File: src/rtl/sif_pkg.sv
package sif_pkg;

   localparam int NSLOT = 16;

   localparam logic [3:0] SL_LEN_LO = 4'd0;
   localparam logic [3:0] SL_LEN_HI = 4'd1;
   localparam logic [3:0] SL_FIFO   = 4'd2;
   localparam logic [3:0] SL_CMD    = 4'd3;
   localparam logic [3:0] SL_STAT   = 4'd4;   // read side: status, write side: target
   localparam logic [3:0] SL_RSN    = 4'd5;
   localparam logic [3:0] SL_STEP   = 4'd6;
   localparam logic [3:0] SL_REV    = 4'd14;

   // status fields
   localparam logic [7:0] ST_PEND   = 8'h80;
   localparam logic [7:0] ST_TC     = 8'h10;
   localparam logic [7:0] PH_DIN    = 8'h01;
   localparam logic [7:0] PH_STATUS = 8'h03;

   // interrupt reasons
   localparam logic [7:0] RSN_DONE  = 8'h08;
   localparam logic [7:0] RSN_SVC   = 8'h10;
   localparam logic [7:0] RSN_DISC  = 8'h20;

   localparam logic [7:0] STEP_CMD  = 8'h04;

   localparam logic [6:0] OP_NOP    = 7'h00;
   localparam logic [6:0] OP_FLUSH  = 7'h01;
   localparam logic [6:0] OP_CHIP   = 7'h02;
   localparam logic [6:0] OP_BUSRST = 7'h03;
   localparam logic [6:0] OP_XFER   = 7'h10;
   localparam logic [6:0] OP_MSGOK  = 7'h12;
   localparam logic [6:0] OP_ATN    = 7'h1A;
   localparam logic [6:0] OP_SEL    = 7'h42;
   localparam logic [6:0] OP_SELSTP = 7'h43;

   typedef struct packed {
      logic       wr_stat;
      logic [7:0] stat;
      logic       wr_rsn;
      logic [7:0] rsn;
      logic       wr_step;
      logic [7:0] step;
      logic       fire;
      logic       flush;
      logic       chip_rst;
   } sif_effect_t;

   function automatic bit slot_echoes(int s);
      return (s == 0) || (s == 1) || (s == 3) || (s == 8) || (s >= 11 && s <= 15);
   endfunction

endpackage

File: src/rtl/sif_byte_fifo.sv
module sif_byte_fifo #(
   parameter int DEPTH = 16,
   parameter int W     = 8
) (
   input  logic         clk,
   input  logic         rst_n,
   input  logic         clr,
   input  logic         push,
   input  logic         pop,
   input  logic [W-1:0] din,
   output logic [W-1:0] head,
   output logic         empty,
   output logic         full,
   output logic         ovf
);
   localparam int  AW   = (DEPTH > 1) ? $clog2(DEPTH) : 1;
   localparam int  CW   = AW + 1;
   localparam bit  POW2 = (DEPTH & (DEPTH - 1)) == 0;

   if (DEPTH < 2) begin : g_bad_depth
      $error("sif_byte_fifo: DEPTH must be at least 2");
   end
   if (W < 1) begin : g_bad_width
      $error("sif_byte_fifo: W must be at least 1");
   end

   logic [W-1:0]  mem [DEPTH];
   logic [AW-1:0] wr_ptr, rd_ptr, wr_inc, rd_inc;
   logic [CW-1:0] cnt, cnt_n;
   logic          do_push, do_pop;

   if (POW2) begin : g_wrap_pow2
      assign wr_inc = wr_ptr + 1'b1;
      assign rd_inc = rd_ptr + 1'b1;
   end else begin : g_wrap_mod
      assign wr_inc = (wr_ptr == AW'(DEPTH - 1)) ? '0 : wr_ptr + 1'b1;
      assign rd_inc = (rd_ptr == AW'(DEPTH - 1)) ? '0 : rd_ptr + 1'b1;
   end

   assign empty   = (cnt == '0);
   assign full    = (cnt == CW'(DEPTH));
   assign do_push = push & ~full;
   assign do_pop  = pop & ~empty;
   assign cnt_n   = cnt + CW'(do_push) - CW'(do_pop);
   assign head    = mem[rd_ptr];

   always_ff @(posedge clk) begin
      if (do_push && !clr) mem[wr_ptr] <= din;
   end

   always_ff @(posedge clk or negedge rst_n) begin
      if (!rst_n) begin
         cnt    <= '0;
         wr_ptr <= '0;
         rd_ptr <= '0;
         ovf    <= 1'b0;
      end else if (clr) begin
         cnt    <= '0;
         wr_ptr <= '0;
         rd_ptr <= '0;
         ovf    <= 1'b0;
      end else begin
         cnt <= cnt_n;
         if (push && full) ovf <= 1'b1;
         if (cnt_n == '0) begin
            wr_ptr <= '0;
            rd_ptr <= '0;
         end else begin
            if (do_push) wr_ptr <= wr_inc;
            if (do_pop)  rd_ptr <= rd_inc;
         end
      end
   end


   rewind_chk: assert property (@(posedge clk) disable iff (!rst_n)
      (cnt == '0) |-> (wr_ptr == '0 && rd_ptr == '0));


   no_overflow_chk: assert property (@(posedge clk) disable iff (!rst_n)
      (push && full && !pop && !clr) |=> (full && ovf));


   ovf_sticky_chk: assert property (@(posedge clk) disable iff (!rst_n)
      (ovf && !clr) |=> ovf);

endmodule

File: src/rtl/sif_cmd_decode.sv
module sif_cmd_decode
   import sif_pkg::*;
(
   input  logic        cmd_wr,
   input  logic [7:0]  cmd,
   input  logic        tgt_ok,
   output sif_effect_t eff
);
   logic       dma;
   logic [6:0] op;

   assign dma = cmd[7];
   assign op  = cmd[6:0];

   always_comb begin
      eff = '0;
      if (cmd_wr) begin
         case (op)
            OP_FLUSH: begin
               eff.flush   = 1'b1;
               eff.wr_rsn  = 1'b1;
               eff.rsn     = RSN_DONE;
               eff.wr_step = 1'b1;
               eff.step    = 8'h00;
            end
            OP_CHIP: eff.chip_rst = 1'b1;
            OP_XFER: begin
               eff.fire = 1'b1;
               if (dma) begin
                  eff.wr_stat = 1'b1;
                  eff.stat    = ST_PEND | ST_TC | PH_STATUS;
                  eff.wr_rsn  = 1'b1;
                  eff.rsn     = RSN_SVC;
                  eff.wr_step = 1'b1;
                  eff.step    = 8'h00;
               end
            end
            OP_MSGOK: begin
               eff.fire    = 1'b1;
               eff.wr_rsn  = 1'b1;
               eff.rsn     = RSN_DISC;
               eff.wr_step = 1'b1;
               eff.step    = 8'h00;
            end
            OP_SEL, OP_SELSTP: begin
               eff.fire    = 1'b1;
               eff.flush   = 1'b1;
               eff.wr_stat = 1'b1;
               eff.wr_rsn  = 1'b1;
               eff.wr_step = 1'b1;
               if (tgt_ok) begin
                  eff.stat = ST_PEND | ST_TC | PH_DIN;
                  eff.rsn  = RSN_SVC | RSN_DONE;
                  eff.step = STEP_CMD;
               end else begin
                  eff.stat = ST_PEND;
                  eff.rsn  = RSN_DISC;
                  eff.step = 8'h00;
               end
            end
            default: eff = '0;   // no-op, bus reset, attention, undefined
         endcase
      end
   end

endmodule

File: src/rtl/sif_reg_front.sv
module sif_reg_front
   import sif_pkg::*;
#(
   parameter int         FIFO_DEPTH = 16,
   parameter int         NUM_TGT    = 5,
   parameter logic [7:0] CHIP_REV   = 8'h04
) (
   input  logic               clk,
   input  logic               rst_n,
   input  logic [5:0]         bus_addr,
   input  logic               bus_wr,
   input  logic               bus_rd,
   input  logic [7:0]         bus_wdata,
   output logic [7:0]         bus_rdata,
   input  logic [NUM_TGT-1:0] tgt_present,
   input  logic               irq_clr,
   output logic               irq,
   output logic               fifo_ovf,
   output logic [15:0]        xfer_len
);
   if (NUM_TGT < 1 || NUM_TGT > 8) begin : g_bad_tgt
      $error("sif_reg_front: NUM_TGT must lie in 1..8");
   end
   if (FIFO_DEPTH < 2) begin : g_bad_fifo
      $error("sif_reg_front: FIFO_DEPTH must be at least 2");
   end

   logic [3:0]       slot;
   logic [NSLOT-1:0] wr_hit;
   logic             cmd_wr, push, pop_req, pop_ok;
   logic [7:0]       img [NSLOT];
   logic [7:0]       len_lo, len_hi, tgt_sel;
   logic [7:0]       pres8;
   logic             tgt_ok;
   logic [7:0]       fifo_head;
   logic             fifo_empty, fifo_full;
   sif_effect_t      eff;

   assign slot    = bus_addr[5:2];
   assign wr_hit  = bus_wr ? (NSLOT'(1) << slot) : '0;
   assign cmd_wr  = wr_hit[SL_CMD];
   assign push    = wr_hit[SL_FIFO];
   assign pop_req = bus_rd && !bus_wr && (slot == SL_FIFO);
   assign pop_ok  = pop_req && !fifo_empty;

   // write-side shadows
   always_ff @(posedge clk or negedge rst_n) begin
      if (!rst_n) begin
         len_lo  <= '0;
         len_hi  <= '0;
         tgt_sel <= '0;
      end else begin
         if (wr_hit[SL_LEN_LO]) len_lo  <= bus_wdata;
         if (wr_hit[SL_LEN_HI]) len_hi  <= bus_wdata;
         if (wr_hit[SL_STAT])   tgt_sel <= bus_wdata;
      end
   end
   assign xfer_len = {len_hi, len_lo};

   assign pres8  = 8'(tgt_present);
   assign tgt_ok = pres8[tgt_sel[2:0]];

   sif_cmd_decode i_dec (
      .cmd_wr (cmd_wr),
      .cmd    (bus_wdata),
      .tgt_ok (tgt_ok),
      .eff    (eff)
   );

   sif_byte_fifo #(.DEPTH(FIFO_DEPTH), .W(8)) i_fifo (
      .clk   (clk),
      .rst_n (rst_n),
      .clr   (eff.flush),
      .push  (push),
      .pop   (pop_ok),
      .din   (bus_wdata),
      .head  (fifo_head),
      .empty (fifo_empty),
      .full  (fifo_full),
      .ovf   (fifo_ovf)
   );

   // read image, one register per slot
   for (genvar s = 0; s < NSLOT; s++) begin : g_img
      localparam logic [3:0] SN    = 4'(s);
      localparam logic [7:0] RST_V = (SN == SL_REV) ? CHIP_REV : 8'h00;
      localparam bit         ECHO  = slot_echoes(s);
      logic [7:0] q;

      always_ff @(posedge clk or negedge rst_n) begin
         if (!rst_n)                              q <= RST_V;
         else if (eff.chip_rst)                   q <= RST_V;
         else if (SN == SL_STAT && eff.wr_stat)   q <= eff.stat;
         else if (SN == SL_RSN  && eff.wr_rsn)    q <= eff.rsn;
         else if (SN == SL_STEP && eff.wr_step)   q <= eff.step;
         else if (SN == SL_FIFO && pop_ok)        q <= fifo_head;
         else if (ECHO && wr_hit[s])              q <= bus_wdata;
      end
      assign img[s] = q;
   end

   assign bus_rdata = (slot == SL_FIFO && !fifo_empty) ? fifo_head : img[slot];

   always_ff @(posedge clk or negedge rst_n) begin
      if (!rst_n)                 irq <= 1'b0;
      else if (eff.fire || pop_ok) irq <= 1'b1;
      else if (irq_clr)           irq <= 1'b0;
   end


   pop_irq_chk: assert property (@(posedge clk) disable iff (!rst_n)
      pop_ok |=> irq);


   irq_hold_chk: assert property (@(posedge clk) disable iff (!rst_n)
      (irq && !irq_clr) |=> irq);


   sel_absent_chk: assert property (@(posedge clk) disable iff (!rst_n)
      (cmd_wr && (bus_wdata[6:0] == OP_SEL || bus_wdata[6:0] == OP_SELSTP) && !tgt_ok)
      |=> (img[SL_STAT] == 8'h80 && img[SL_RSN] == 8'h20 && irq));


   flush_rsn_chk: assert property (@(posedge clk) disable iff (!rst_n)
      (cmd_wr && bus_wdata[6:0] == OP_FLUSH) |=> (img[SL_RSN] == 8'h08 && fifo_empty && !fifo_ovf));


   wr_wins_chk: assert property (@(posedge clk) disable iff (!rst_n)
      (bus_wr && bus_rd && slot == SL_FIFO && !fifo_full) |=> !fifo_empty);

endmodule

File: config.mk
export PLATFORM = sky130hd
export DESIGN_NAME = sif_reg_front
export DESIGN_NICKNAME = d
export VERILOG_FILES = /design/src/rtl/sif_pkg.sv /design/src/rtl/sif_byte_fifo.sv /design/src/rtl/sif_cmd_decode.sv /design/src/rtl/sif_reg_front.sv
export SDC_FILE = /design/constraint.sdc
export NUM_CORES = 1
export LEC_CHECK = 0
export BUFFER_PORTS_ARGS = -buffer_cell sky130_fd_sc_hd__buf_2
export CAP_MARGIN = 0
export CORE_MARGIN = 2
export CORE_UTILIZATION = 30
export CTS_CLUSTER_DIAMETER = 30
export DETAILED_ROUTE_END_ITERATION = 7
export GPL_TIMING_DRIVEN = 0
export PLACE_DENSITY = 0.43
export SLEW_MARGIN = 20
export SYNTH_ARGS = -nofsm -noshare
export SYNTH_HDL_FRONTEND = slang
export SYNTH_SLANG_ARGS = --single-unit
File: constraint.sdc
create_clock -name clk -period 8.7 [get_ports clk]
set_clock_uncertainty 0.15 [all_clocks]
set_input_delay 0.435 -clock clk [delete_from_list [all_inputs] [get_ports clk]]
set_output_delay 0.435 -clock clk [all_outputs]
set_load 0.1 [all_outputs]
==> results of run 1 <==
==> cells by family (layout without fill, tap and decap cells) <==
logic type	Yosys count	after routing	synth area share, %
flops	249	249	61.28
mux	116	116	15.25
xor+xnor	7	7	0.5466
fa+ha+maj	12	12	1.406
simple gates	283	283	12.20
buf+inv	75	240	2.722
compound gates	107	107	6.593
==> cell usage in the layout (no fill, tap or decap), types with 26 or more instances in the layout <==
| cell | count |
|---|---|
| nand2_1 | 135 |
| edfxtp_1 | 128 |
| dfrtp_1 | 120 |
| buf_2 | 63 |
| clkbuf_16 | 60 |
| mux2i_1 | 46 |
| clkbuf_1 | 44 |
| mux4_2 | 41 |
| nand3_1 | 37 |
| nor2_1 | 34 |
| mux2_2 | 29 |
| a21oi_1 | 26 |
==> stage by stage <==
stage                     hold slack (ns)  instance area (µm²)  std cells
after floorplan                  -0.01059                11220        849
after global placement             0.3079                12040       1364
after detailed placement           0.2777                12120       1369
after CTS                         0.09911                14280       1482
after global routing               0.1133                14280       1482
final                              0.1203                14280       1482
==> report_power, final <==
group / switching (mW) / internal, mW / total (mW)
Clock: 0.696 / 1.64 / 2.34
Sequential: 0.0770 / 1.38 / 1.45
Combinational: 0.535 / 0.293 / 0.828
==> registers in the layout (all words and copies together), names as in the netlist <==
register / count
g_img.q: 87
i_fifo.cnt: 5
i_fifo.mem: 128
i_fifo.ovf: 1
i_fifo.rd_ptr: 4
i_fifo.wr_ptr: 4
irq: 1
len_hi: 8
len_lo: 8
tgt_sel: 3
==> layout make-up <==
cell class                 count  area [µm²]  area share [%]
sequential                   249        6873           48.13
multi-input combinational    525        4068           28.48
clock buffer                  79        1643           11.50
tap                          468       585.6           4.100
clock inverter                32       494.2           3.461
timing repair buffer          54       312.8           2.190
buffer                        55       230.2           1.612
inverter                      20       75.07          0.5257
==> routing by layer <==
metal  wire length [µm]  part of all wire [%]  vias up  GRT usage [%]
met5                  0                     0        -              0
met4                831                   2.6        0          5.569
met3               1371                   4.2       63          3.073
met2              14370                    44      180          25.59
met1              15780                    49     3826          24.90
li1                   -                     -     3403              -
==> cells in the mapped netlist (2+ instances only) <==
library cell and n:
nand2_1 135, edfxtp_1 128, dfrtp_1 120, mux2i_1 46, mux4_2 41, nand3_1 37
nor2_1 34, clkbuf_1 32, mux2_2 29, a21oi_1 26, inv_1 20, o21ai_0 20
buf_2 13, ha_1 11, and2_1 10, a211oi_1 9, nor2b_1 9, a22o_1 8
and3_1 8, buf_1 8, a21o_1 7, a221oi_1 7, nor3b_1 7, a22oi_1 6
nand2b_1 6, nor4_1 5, nand3b_1 4, nand4_1 4, nor3_1 4, nor3_2 4
o211a_1 4, or3_1 4, xnor2_1 4, a31oi_1 3, o211ai_1 3, xor2_1 3
a21boi_0 2, a221o_1 2, buf_4 2, nor4b_2 2, nor4bb_1 2, or2_2 2
or4b_2 2
==> repair_timing <==
item | CTS | global route
endpoints found under the hold margin | 61 | 0
hold buffers | 2 | 0
gates resized for setup | 0 | 0
setup endpoints to repair | 0 | 0
==> worst min path at each step <==
stage,to,slack [ns],cells after the start,startpoint
floorplan,g_img[0].q[0],-0.01,0,rst_n
global placement,g_img[3].q[7],0.31,2,g_img[3].q[7]
detailed placement,g_img[11].q[6],0.28,1,rst_n
CTS,i_fifo.mem[8][6],0.1,1,bus_wdata[6]
global route,i_fifo.mem[8][4],0.11,1,bus_wdata[4]
finish,i_fifo.mem[14][6],0.12,1,bus_wdata[6]
==> critical path, delay by kind of cell, from the launching register on <==
kind	cells	cell delay (ns)
AOI/OAI and AO/OA	2	0.34
adders and majority gates	4	1.12
buffers and inverters	4	0.65
DFF	1	0.38
and+or+nand+nor	4	1.90
==> flow_metrics.tcl, run 1 <==
set metrics [dict create \
    area_delta_synth_final_pct 27.33 \
    crit_end "i_fifo.wr_ptr[1]" \
    grt_overflow 0 \
    finalMaxSlewViolations 0 \
    antenna_found_initial 0 \
    clock_path_buffers 3 \
    post_cts.repair.setup_buffers 0 \
    worst-path-max-fanout 10 \
    fp.dieH_um 197.4 \
    r2r-start "i_fifo.cnt[2]" \
    clock_latency_ns 0.57 \
    clockRootBuffer "clkbuf_16" \
    grt_usage_pct 17.05 \
    hold_violations 0 \
    synth_largest_area_cell "edfxtp_1" \
    setup_viol 0 \
    end_kind "register" \
    layout-drive-gt1-share_pct 25.25 \
    rsz0062_at_grt "false" \
    grt_max_degree 62 \
    wire_per_inst_um 21.83 \
    io_buffers 47 \
    die-area_mm2 0.03895 \
    mappedNetlistArea_mm2 0.01122 \
    cp_slowest_cell "nor4b_2" \
    gp_congestion 0.8573 \
    path_clk_slew_ns 0.05 \
    fin_nets 1001 \
    async_flop_share_pct 48.59 \
    cts.sinks 249 \
    num_vias 7472 \
    start_kind "register" \
    cp-startpoint "i_fifo.cnt[2]" \
    first_pass_iters 5 \
    post-place-ws_ns 3.804 \
    fin_setup_tns_ns 0 \
    hp-class "input port to register" \
    routed_wirelength_um 32350 \
    worstSetupPathType "register to register" \
    cts-buffers-inserted 60 \
    reg2regPathDepth 14 \
    period_minus_slack_ns 4.695 \
    h-tree-depth 2 \
    ys.flop_type "edfxtp_1" \
    regToRegSetupSlack_ns 4.01 \
    power_leakage_nw 5.713 \
    syn_inst 849 \
    finalCritPeriodShare_pct 53.96 \
    yosysWarnings 0 \
    yosysSeqAreaShare_pct 61.28 \
    synth_top_area_share_pct 34.27 \
    cts_tree "done" \
    rows 70 \
    hpwl_um 21920 \
    nFillCells 3447 \
    core_area_mm2 0.03670 \
    ys_top_cells_by_area "edfxtp_1 34%, dfrtp_1 27%, mux4_2 8.2%" \
    drv_cap 0 \
    synth_edf_count 128 \
    yosysUniqueCellTypes 59 \
    outcome "finished, final reports clean" \
    drt-initial-drc-count 678 \
    p_per_area_mw_per_mm2 323.6 \
    num_antenna_cells 0 \
    grt_pass1_wl_um 49240 \
    initial_core_util_pct 30.56 \
    synth_seq_cells 249 \
    avgSynthCellArea_um2 13.21 \
    synth_fp_nets 885 \
    crit_required_ns 8.95 \
    grt_pass1_vias 7716 \
    relSlewSlack_pct 30.62 \
    ios 50 \
    fin_util_pct 38.92 \
    crit_arrival_ns 4.95 \
    ant_nets 0 \
    drc 0 \
    path_cells "inv_1 -> ha_1 -> or4b_2 -> nand3_1 -> buf_2 -> inv_1 -> ha_1 -> inv_1 -> ha_1 -> fa_1 -> nand3b_1 -> a31oi_1 -> nor4b_2 -> a221oi_1" \
    p_total_mw 4.621 \
    die_w_um 197.4 \
    via_per_inst 5.042 \
    worstMarginPinSlew_ns 1.037 \
    critPathMaxStageDelay_ns 0.81 \
    timing.final.ws_setup_ns 4.005 \
    fmax_ghz 0.2130 \
    ir_drop_mv 0.2349 \
    reg2reg_to "i_fifo.wr_ptr[1]" \
]
No activity file was read; power rests on OpenSTA's default activity.
==> run 2, diff against run 1 <==
--- a/config.mk
+++ b/config.mk
@@ -12,7 +12,7 @@
 export CTS_CLUSTER_DIAMETER = 30
 export DETAILED_ROUTE_END_ITERATION = 7
 export GPL_TIMING_DRIVEN = 0
-export PLACE_DENSITY = 0.43
+export PLACE_DENSITY = 0.44
 export SLEW_MARGIN = 20
 export SYNTH_ARGS = -nofsm -noshare
 export SYNTH_HDL_FRONTEND = slang
==> constraint.sdc (replaced) <==
create_clock -name clk -period 3.8 [get_ports clk]
set_clock_uncertainty 0.15 [all_clocks]
set_input_delay 0.19 -clock clk [delete_from_list [all_inputs] [get_ports clk]]
set_output_delay 0.19 -clock clk [all_outputs]
set_load 0.1 [all_outputs]
==> run 2 against run 1 <==
Effect of this change:
- cell count up 0.27%
- setup slack lost 3.8 ns
- register-to-register slack got worse by 3.8 ns
- global-route usage barely moved
- critical endpoint unchanged
==> flow_metrics.tcl, run 2 (same netlist as run 1, synthesis figures left out) <==
set metrics [dict create \
    critPathMaxStageDelay_ns 0.53 \
    cts-buffers-inserted 55 \
    cts_tree "done" \
    fin_nets 1010 \
    grt_overflow 0 \
    p_int_mw 6.957 \
    power_leakage_nw 5.640 \
    hold_violations 0 \
    drt-initial-drc-count 552 \
    io_buffers 47 \
    hold-worst-slack_ns 0.0002431 \
    instances_no_fill 1486 \
    ios 50 \
    grt_usage_pct 17.01 \
    fmax_ghz 0.2803 \
    die_w_um 197.4 \
    finalCritPeriodShare_pct 93.88 \
    area_delta_synth_final_pct 26.20 \
    clock_path_buffers 3 \
    design_area_mm2 0.01415 \
    reg2regPathDepth 15 \
    rsz0062_at_grt "false" \
    fin_util_pct 38.57 \
    grt_use_met3_pct 3.022 \
    switching_share_pct 30.01 \
    hp-class "input port to async pin" \
    p_total_mw 9.940 \
    grtUsageMet2_pct 26.54 \
    end_kind "register" \
    r2r-start "i_fifo.cnt[2]" \
    clock_latency_ns 0.57 \
    worstMarginPinSlew_ns 1.002 \
    antenna_found_initial 1 \
    cp-startpoint "i_fifo.cnt[2]" \
    start_kind "register" \
    first_pass_iters 7 \
    final_cell_mix "135 x nand2_1, 128 x edfxtp_1, 120 x dfrtp_1, 62 x buf_2, 55 x clkbuf_16" \
    period_minus_slack_ns 3.568 \
    busiest_layer "met2" \
    worst-path-max-fanout 10 \
    core_area_mm2 0.03670 \
    p_per_area_mw_per_mm2 702.2 \
    hpwl_um 21830 \
    path_cells "inv_1 -> ha_1 -> or4b_4 -> nand3_4 -> buf_8 -> clkinvlp_4 -> ha_1 -> inv_1 -> ha_1 -> fa_1 -> nand3b_1 -> a31oi_2 -> nor4b_4 -> buf_6 -> a221oi_1" \
    top_regs "i_fifo.mem x128, g_img.q x87" \
    initial_core_util_pct 30.56 \
    grt_pass1_vias 7942 \
    setup_viol 0 \
    finalMaxSlewViolations 0 \
    reg2reg_to "i_fifo.wr_ptr[1]" \
    regToRegSetupSlack_ns 0.23 \
    cpMostUsedCell "ha_1" \
    relSlewSlack_pct 32.92 \
    path_clk_slew_ns 0.05 \
    worstSetupPathType "register to register" \
    cp_slowest_cell "or4b_4" \
    drv_cap 0 \
    crit_required_ns 4.06 \
    clockRootBuffer "clkbuf_16" \
    gp_congestion 0.8518 \
    p_seq_share_pct 33.5 \
    rows 70 \
    wire_per_inst_um 21.58 \
    fp.dieH_um 197.4 \
    crit_arrival_ns 3.83 \
    outcome "finished, final reports clean" \
    largest_reg_flops 128 \
    regMostFlops "i_fifo.mem" \
    h-tree-depth 2 \
    num_antenna_cells 0 \
    ant_nets 0 \
    fin_setup_tns_ns 0 \
    grt_pass1_wl_um 49370 \
    layout-drive-gt1-share_pct 25.64 \
    switching_power_mw 2.983 \
    placed_area_mm2 0.01213 \
    layout_commonest_cell "nand2_1" \
    routed_wirelength_um 32070 \
    die-area_mm2 0.03895 \
    post-place-ws_ns -0.6812 \
    drc 0 \
    power_frac_comb_pct 20.3 \
    via_per_inst 5.038 \
    timing.final.ws_setup_ns 0.2325 \
    pwr-share-clk_pct 46.2 \
    num_vias 7487 \
    ir_drop_mv 0.7124 \
    grt_use_met1_pct 24.27 \
    dp.cells 1369 \
    grt_max_degree 63 \
    cts.sinks 249 \
]
run 2: cell types whose count changed in the layout (fill, tap and decap cells not counted), sizes merged:
| cell | delta |
|---|---|
| clkinvlp | +3 |
| clkbuf | -15 |
| buf | +6 |
| dlygate4sd3 | +8 |
| bufinv | -6 |
| clkinv | +10 |
| inv | -2 |
run 2: power by group through the flow:
stage	registers, mW	clock network, mW	logic [mW]
finish	3.33	4.59	2.02
global route	3.37	4.80	2.21
CTS	3.33	4.66	2.02
detailed placement	3.37	0	1.95
global placement	3.37	0	1.92
floorplan	3.60	0	1.18
run 2: layout make-up:
| class | instances | area, µm² |
|---|---|---|
| plain buffers | 55 | 242.7 |
| well taps | 468 | 585.6 |
| clock inverters | 37 | 387.9 |
| fillers | 3489 | 22540 |
| clock buffers | 64 | 1440 |
| multi-input cells | 525 | 4105 |
| repair buffers | 68 | 441.7 |
| inverters | 20 | 78.83 |
| flip-flops and latches | 249 | 6873 |
run 2: critical path, delay by kind of cell (launching register included):
| kind | cells | cell delay (ns) |
|---|---|---|
| AOI/OAI and AO/OA | 2 | 0.21 |
| adders and majority gates | 4 | 1.07 |
| buffers and inverters | 5 | 0.55 |
| DFF | 1 | 0.38 |
| and+or+nand+nor | 4 | 1.04 |
run 2: worst max-delay path by stage:
stage	to	slack [ns]	depth (start not counted)
floorplan	bus_rdata[0]	-0.38	6
global placement	i_fifo.wr_ptr[1]	-0.70	14
detailed placement	i_fifo.wr_ptr[1]	-0.68	14
CTS	i_fifo.wr_ptr[1]	0.02	15
global route	i_fifo.wr_ptr[1]	0.02	15
finish	i_fifo.wr_ptr[1]	0.23	15
run 2: what timing repair did:
item	4_1_cts	5_1_grt
pin swaps	1	1
endpoints found under the setup margin	14	8
buffers inserted	4	2
endpoints found under the hold margin	250	0
hold buffers	10	0
resized for setup	7	5
run 2: per-layer routing:
metal / routed length [µm] / vias to the layer above
met5: 0 / -
met4: 653 / 0
met3: 1642 / 53
met2: 14600 / 195
met1: 15170 / 3819
li1: - / 3420
